`config.mk`:
```
export PLATFORM = sky130hd
export DESIGN_NAME = loopseq
export DESIGN_NICKNAME = d
export VERILOG_FILES = /design/src/rtl/loopseq_pkg.sv /design/src/rtl/loopseq_decode.sv /design/src/rtl/loopseq_stack.sv /design/src/rtl/loopseq.sv
export SDC_FILE = /design/constraint.sdc
export NUM_CORES = 1
export LEC_CHECK = 0
export BUFFER_PORTS_ARGS = -buffer_cell sky130_fd_sc_hd__buf_2
export CORE_ASPECT_RATIO = 1.25
export CORE_MARGIN = 1.5
export CORE_UTILIZATION = 45
export CTS_CLUSTER_DIAMETER = 100
export CTS_CLUSTER_SIZE = 40
export DETAILED_ROUTE_END_ITERATION = 7
export PLACE_DENSITY = 0.67
export SLEW_MARGIN = 15
export SYNTH_ARGS = -nofsm -noshare
export SYNTH_HDL_FRONTEND = slang
export SYNTH_HIERARCHICAL = 1
export SYNTH_SLANG_ARGS = --single-unit
```
`constraint.sdc`:
```
create_clock -name clk -period 6.95 [get_ports clk]
set_input_delay 1.39 -clock clk [delete_from_list [all_inputs] [get_ports clk]]
set_output_delay 1.39 -clock clk [all_outputs]
set_load 0.03 [all_outputs]
```
`src/rtl/loopseq_pkg.sv`:
```
package loopseq_pkg;

    parameter int DATA_W   = 8;
    parameter int AUX_W    = 4;
    parameter int FLAG_W   = 20;
    parameter int ADDR_W   = 13;
    parameter int MAX_NEST = 8;

    localparam int ROW_W = DATA_W + AUX_W + FLAG_W;

    localparam logic [FLAG_W-1:0] FLAG_PLAIN = '0;
    localparam logic [FLAG_W-1:0] FLAG_CLOSE = {{(FLAG_W-1){1'b1}}, 1'b0};
    localparam logic [FLAG_W-1:0] FLAG_HALT  = '1;

    typedef struct packed {
        logic [DATA_W-1:0] data;
        logic [AUX_W-1:0]  aux;
        logic [FLAG_W-1:0] flag;
    } row_t;

    typedef enum logic [1:0] {K_PLAIN, K_OPEN, K_CLOSE, K_HALT} kind_e;
    typedef enum logic [1:0] {S_IDLE, S_FETCH, S_RUN, S_STOP} state_e;
    typedef enum logic [1:0] {OP_NONE, OP_PUSH, OP_CLOSE} stk_op_e;

    function automatic kind_e classify(input logic [FLAG_W-1:0] f);
        if (f == FLAG_PLAIN)      return K_PLAIN;
        else if (f == FLAG_CLOSE) return K_CLOSE;
        else if (f == FLAG_HALT)  return K_HALT;
        else                      return K_OPEN;
    endfunction

endpackage

```
`src/rtl/loopseq_decode.sv`:
```
module loopseq_decode
    import loopseq_pkg::*;
(
    input  logic [ROW_W-1:0] word,
    output row_t             row,
    output kind_e            kind
);
    always_comb begin
        row  = row_t'(word);
        kind = classify(row.flag);
    end
endmodule

```
`src/rtl/loopseq_stack.sv`:
```
module loopseq_stack
    import loopseq_pkg::*;
#(
    parameter int DEPTH = MAX_NEST,
    parameter int AW    = ADDR_W,
    parameter int CW    = FLAG_W,
    parameter int NW    = AUX_W
) (
    input  logic                         clk,
    input  logic                         rst,
    input  logic                         clear,
    input  stk_op_e                      op,
    input  logic [AW-1:0]                push_ret,
    input  logic [CW-1:0]                push_cnt,
    input  logic [NW-1:0]                close_n,
    output logic [$clog2(DEPTH+1)-1:0]   level,
    output logic                         full,
    output logic                         short,
    output logic                         back,
    output logic [AW-1:0]                back_addr
);
    localparam int LVL_W = $clog2(DEPTH + 1);
    localparam int IDX_W = (DEPTH > 1) ? $clog2(DEPTH) : 1;

    logic [AW-1:0]    ret_q [DEPTH];
    logic [CW-1:0]    cnt_q [DEPTH];
    logic [LVL_W-1:0] level_q;

    logic             hit_found;
    logic [LVL_W-1:0] hit_k;
    logic [IDX_W-1:0] hit_slot;
    logic [IDX_W-1:0] top_slot;

    // slot holding the entry k places below the top of the stack
    function automatic logic [IDX_W-1:0] slot_of(input logic [LVL_W-1:0] lv, input int k);
        int t;
        t = int'(lv) - 1 - k;
        return IDX_W'(t);
    endfunction

    always_comb begin
        hit_found = 1'b0;
        hit_k     = '0;
        for (int k = 0; k < DEPTH; k++) begin
            if (!hit_found && k <= int'(close_n) && k < int'(level_q)) begin
                if (cnt_q[slot_of(level_q, k)] != '0) begin
                    hit_found = 1'b1;
                    hit_k     = LVL_W'(k);
                end
            end
        end
    end

    assign hit_slot  = slot_of(level_q, int'(hit_k));
    assign top_slot  = IDX_W'(level_q);
    assign full      = (level_q == LVL_W'(DEPTH));
    assign short     = (int'(close_n) >= int'(level_q));
    assign back      = hit_found && !short;
    assign back_addr = ret_q[hit_slot];
    assign level     = level_q;

    always_ff @(posedge clk) begin
        if (rst || clear) begin
            level_q <= '0;
        end else begin
            case (op)
                OP_PUSH: begin
                    if (!full) begin
                        ret_q[top_slot] <= push_ret;
                        cnt_q[top_slot] <= push_cnt;
                        level_q         <= level_q + LVL_W'(1);
                    end
                end
                OP_CLOSE: begin
                    if (!short) begin
                        if (hit_found) begin
                            cnt_q[hit_slot] <= cnt_q[hit_slot] - CW'(1);
                            level_q         <= level_q - hit_k;
                        end else begin
                            level_q <= level_q - LVL_W'(close_n) - LVL_W'(1);
                        end
                    end
                end
                default: ;
            endcase
        end
    end
endmodule

```
`src/rtl/loopseq.sv`:
```
module loopseq
    import loopseq_pkg::*;
#(
    parameter int DEPTH = MAX_NEST
) (
    input  logic              clk,
    input  logic              rst,
    input  logic              start,
    output logic [ADDR_W-1:0] mem_addr,
    input  logic [ROW_W-1:0]  mem_rdata,
    output logic [DATA_W-1:0] out_data,
    output logic              out_valid,
    output logic              done,
    output logic              err
);
    localparam int LVL_W = $clog2(DEPTH + 1);

    state_e            state_q;
    logic [ADDR_W-1:0] cur_q;
    row_t              row;
    kind_e             kind;
    stk_op_e           op;
    logic              fault;
    logic              halting;
    logic [ADDR_W-1:0] nxt;
    logic [LVL_W-1:0]  nest_level;
    logic              stk_full, stk_short, stk_back;
    logic [ADDR_W-1:0] stk_back_addr;

    loopseq_decode u_dec (
        .word (mem_rdata),
        .row  (row),
        .kind (kind)
    );

    loopseq_stack #(
        .DEPTH (DEPTH),
        .AW    (ADDR_W),
        .CW    (FLAG_W),
        .NW    (AUX_W)
    ) u_stk (
        .clk       (clk),
        .rst       (rst),
        .clear     (start),
        .op        (op),
        .push_ret  (cur_q + ADDR_W'(1)),
        .push_cnt  (row.flag - FLAG_W'(1)),
        .close_n   (row.aux),
        .level     (nest_level),
        .full      (stk_full),
        .short     (stk_short),
        .back      (stk_back),
        .back_addr (stk_back_addr)
    );

    // next-row decision, made from the row now on the read port
    always_comb begin
        op    = OP_NONE;
        fault = 1'b0;
        nxt   = cur_q + ADDR_W'(1);
        if (state_q == S_RUN) begin
            case (kind)
                K_OPEN: begin
                    fault = stk_full;
                    op    = OP_PUSH;
                end
                K_CLOSE: begin
                    fault = stk_short;
                    op    = OP_CLOSE;
                    if (stk_back) nxt = stk_back_addr;
                end
                K_HALT:  nxt = cur_q;
                default: ;
            endcase
            if (fault) nxt = cur_q;
        end
        if (start) op = OP_NONE;
    end

    assign halting = (state_q == S_RUN) && ((kind == K_HALT) || fault);

    always_comb begin
        case (state_q)
            S_FETCH: mem_addr = '0;
            S_RUN:   mem_addr = nxt;
            default: mem_addr = cur_q;
        endcase
    end

    always_ff @(posedge clk) begin
        if (rst) begin
            state_q   <= S_IDLE;
            cur_q     <= '0;
            out_data  <= '0;
            out_valid <= 1'b0;
            done      <= 1'b0;
            err       <= 1'b0;
        end else if (start) begin
            state_q   <= S_FETCH;
            out_valid <= 1'b0;
            done      <= 1'b0;
            err       <= 1'b0;
        end else begin
            case (state_q)
                S_FETCH: begin
                    state_q   <= S_RUN;
                    cur_q     <= '0;
                    out_valid <= 1'b0;
                end
                S_RUN: begin
                    if (halting) begin
                        state_q   <= S_STOP;
                        out_valid <= 1'b0;
                        done      <= (kind == K_HALT) && !fault;
                        err       <= fault;
                    end else begin
                        cur_q     <= nxt;
                        out_data  <= row.data;
                        out_valid <= 1'b1;
                    end
                end
                default: out_valid <= 1'b0;
            endcase
        end
    end
endmodule

```
==> reports/summary.txt <==
Outcome - finished with violations
Failing checks - setup timing
Vias in the first global route - 11700
Reg2reg start - u_stk/level[0]
Clk buf depth - 3
Achievable clock frequency - 142 MHz
Final period utilization - 101%
Required time worst endpoint - 5.56 ns
Worst Hold Class - flop to flop
Initial Util - 45.4%
Synth top area cells - edfxtp_1 (49%), mux4_2 (9.4%), dfxtp_1 (3.7%), nand2_1 (2.1%), nor4_1 (1.9%)
Post-DP HPWL - 32.5 mm
Sequential power share - 62.4%
Pwr Total - 3.07 mW
CP Capture Type - output pin
Area grow syn2layout - 16.9%
Post-synth cell types - 104
Seq cells post-synth - 294
Commonest cells in the netlist - edfxtp_1 (264), nand2_1 (89), nor2_1 (80), mux4_2 (67), nor3_1 (54)
Delay-heaviest family, CP - compound AO/OA/AOI/OAI gates
Final setup viols - 12
Seq/Total Area, Yosys - 53.2%
Drt first pass iters - 7
Crit path largest cell delay - 0.87 ns
Worst Setup Path Type - flop to output pin
CTS sink cnt - 294
Proportion of layout cells with a drive suffix above 1 - 30.8%
Max-slew violations - 0
Worst EP arrival - 5.64 ns
Post-synthesis net count - 1314
Reg2Reg Setup Slack - 0.11 ns
Post-Syn Instances - 1252
Worst-Margin Slew - 1.20 ns
Setup TNS - -0.413 ns
WHS Endpoint - out_data[0]
R2r worst-path depth - 36
Unrepaired setup endpoints after global routing - yes
Buffers on Ports - 58
Synth top area share - 49.5%
# hold bufs at CTS - 0
Crit path launch type - flop
Yosys warnings - 6
Hold WS - 0.462 ns
Yosys top cell by area - edfxtp_1
Vias per cell - 6.20
GRT Total Usage - 24.9%
Pwr Density - 164 nW/um2
Synth Area per Inst - 12.8 um2
Routed WL per cell - 24.2 um
Ant diodes - 0
Fillers - 3013
DRC - 0
Tmin final - 7.03 ns
Gate power share - 4.8%
Final ANT Viol Nets - 0
Max-cap violation count - 0
Maximum vdd ir drop - 0.000199 V
Hold path start - out_data[0]
Total gr overflow - 0
Worst skew pair latency - 0.52 ns
NumNets Final - 1468
Initial DRC Count - 1017
Die area - 36800 um2
Largest net degree at the start of global routing - 43
Switching power - 688 uW
Crit-path cells - buf_12, or3_4, a2bb2oi_4, a2111oi_4, mux2i_1, a22oi_2, inv_1, o21ai_2, a21oi_2, o21ai_1, and2_1, ha_2, inv_2, fa_4, buf_8, mux4_2, mux2_1, a32o_1, a22oi_2, o21ai_1, buf_2
CTS tree - yes
Most common cell in the netlist - edfxtp_1
EDFF count, synth - 264
GPL Wtd Cong - 0.951
Setup Skew - 0.0548 ns
Vias - 11700
Die Ht - 214 um
H-tree depth - 1
Hold Crit Depth - 2
Initial antenna violation count - 0
CTS Buf Count - 13
Clock network fraction of design power - 32.8%
CP Max Fanout - 11
Final worst setup slack - -0.0829 ns
CP max stage cell - fa_4
Reg clk slew, reported paths - 0.14 ns
Ports - 59
Sw frac - 22.4%
Final hold vios - 0
Ys flop type - edfxtp_1
First-pass GRT wire length - 69.1 mm
Slew HR - 18.0%
R2R Path End - cur_q[11]
CP Buf/Inv Count - 5
Leakage - 6.36 nW
CORE AREA - 35300 um2
Total wire length - 45.6 mm
Synthesized area - 16000 um2
Root Driver - clkbuf_16
Int Pwr - 2.39 mW
Row Count - 77
Die Wd - 172 um
Asr flop ratio synth - 0%
## sequential cells by signal (all words and copies together) (netlist names)
signal       flops
cur_q           13
state_q          2
out_data         8
done             1
u_stk/level      4
out_valid        1
u_stk/cnt_q    160
err              1
u_stk/ret_q    104
## per-stage QoR
stage               setup WS, ns  cell area, um2  util [%]  std cells
finish                   -0.0829           18700      53.1       1886
global route              -0.275           18700      53.1       1886
CTS                     0.000558           18300      52.0       1873
detailed placement       -0.0911           17400      49.4       1825
global placement         -0.0312           17400      49.4       1825
floorplan                0.00343           16100         -       1252
## cell type report
class,count,area (um2),share of cell area (%)
multi-input combinational,839,7210,38.5
sequential,294,8530,45.6
clock inverter,8,136,0.728
inverter,34,130,0.695
tap,474,593,3.17
clock buffer,13,325,1.74
timing repair buffer,224,1810,9.65
## how the worst max path moves through the flow
| stage | from | endpoint | slack [ns] | cells after the start |
|---|---|---|---|---|
| after global placement | mem_rdata[21] | u_stk/cnt_q[4][18] | -0.03 | 23 |
| after detailed placement | mem_rdata[21] | u_stk/cnt_q[4][18] | -0.09 | 23 |
| after floorplan | u_stk/level[0] | mem_addr[11] | 0.003 | 27 |
| after global routing | u_stk/level[0] | mem_addr[0] | -0.27 | 22 |
| final | u_stk/level[0] | mem_addr[2] | -0.08 | 21 |
| after CTS | u_stk/level[0] | mem_addr[11] | 0.0006 | 22 |
## repair_timing
item	4_1_cts	5_1_grt
buffers inserted	24	13
endpoints found under the setup margin	13	76
pin swaps	18	25
gates cloned	3	2
gates resized for setup	36	82
## tightest hold or removal path: cells and delay by family (launching register included)
kind,cells,cell delay (ns)
flops,1,0.33
compound gates,1,0.05
simple gates,1,0.05
## power groups by stage
stage | registers [mW] | clock network, mW | logic (mW)
2_1_floorplan | 1.96 | 0 | 0.0878
3_3_place_gp | 1.96 | 0 | 0.135
3_5_place_dp | 1.96 | 0 | 0.137
4_1_cts | 1.92 | 1.03 | 0.140
5_1_grt | 1.92 | 1.08 | 0.158
6_report | 1.92 | 1.01 | 0.146
## kinds of logic (layout without fill, tap and decap cells)
logic type,after synthesis,after routing,share of synthesized area [%]
buffers and inverters,119,279,4.57
and+or+nand+nor,431,431,14.5
muxes,112,112,12.5
xor gates and xnor gates,69,69,3.82
adders and majority gates,27,27,2.25
AOI/OAI and AO/OA,200,200,9.15
DFF,294,294,53.2
## cells in the final DEF (no fill, tap or decap), types with 10 or more instances in the layout
cell and count:
nor2_1 74, nor3_1 49, nand2_1 88, clkbuf_16 15, o21ai_1 19, nand3_1 31
buf_2 47, o21ai_0 15, mux2i_1 27, buf_6 15, a21oi_1 38, xnor2_1 32
nand2b_1 13, o211ai_1 17, edfxtp_1 264, or3_1 14, ha_1 21, nor4_1 39
dfxtp_1 28, mux4_2 67, buf_4 149, nand4_1 23, a22o_1 10, inv_1 29
xor2_1 34
## layer usage
| layer | GRT usage [%] | wire [um] | up-vias |
|---|---|---|---|
| met2 | 43.0 | 22900 | 533 |
| met3 | 3.50 | 2500 | 141 |
| met5 | 0 | 0 | - |
| li1 | - | - | 5172 |
| met4 | 14.0 | 3150 | 0 |
| met1 | 29.7 | 17000 | 5851 |
Power figures use the tool's default switching activity.
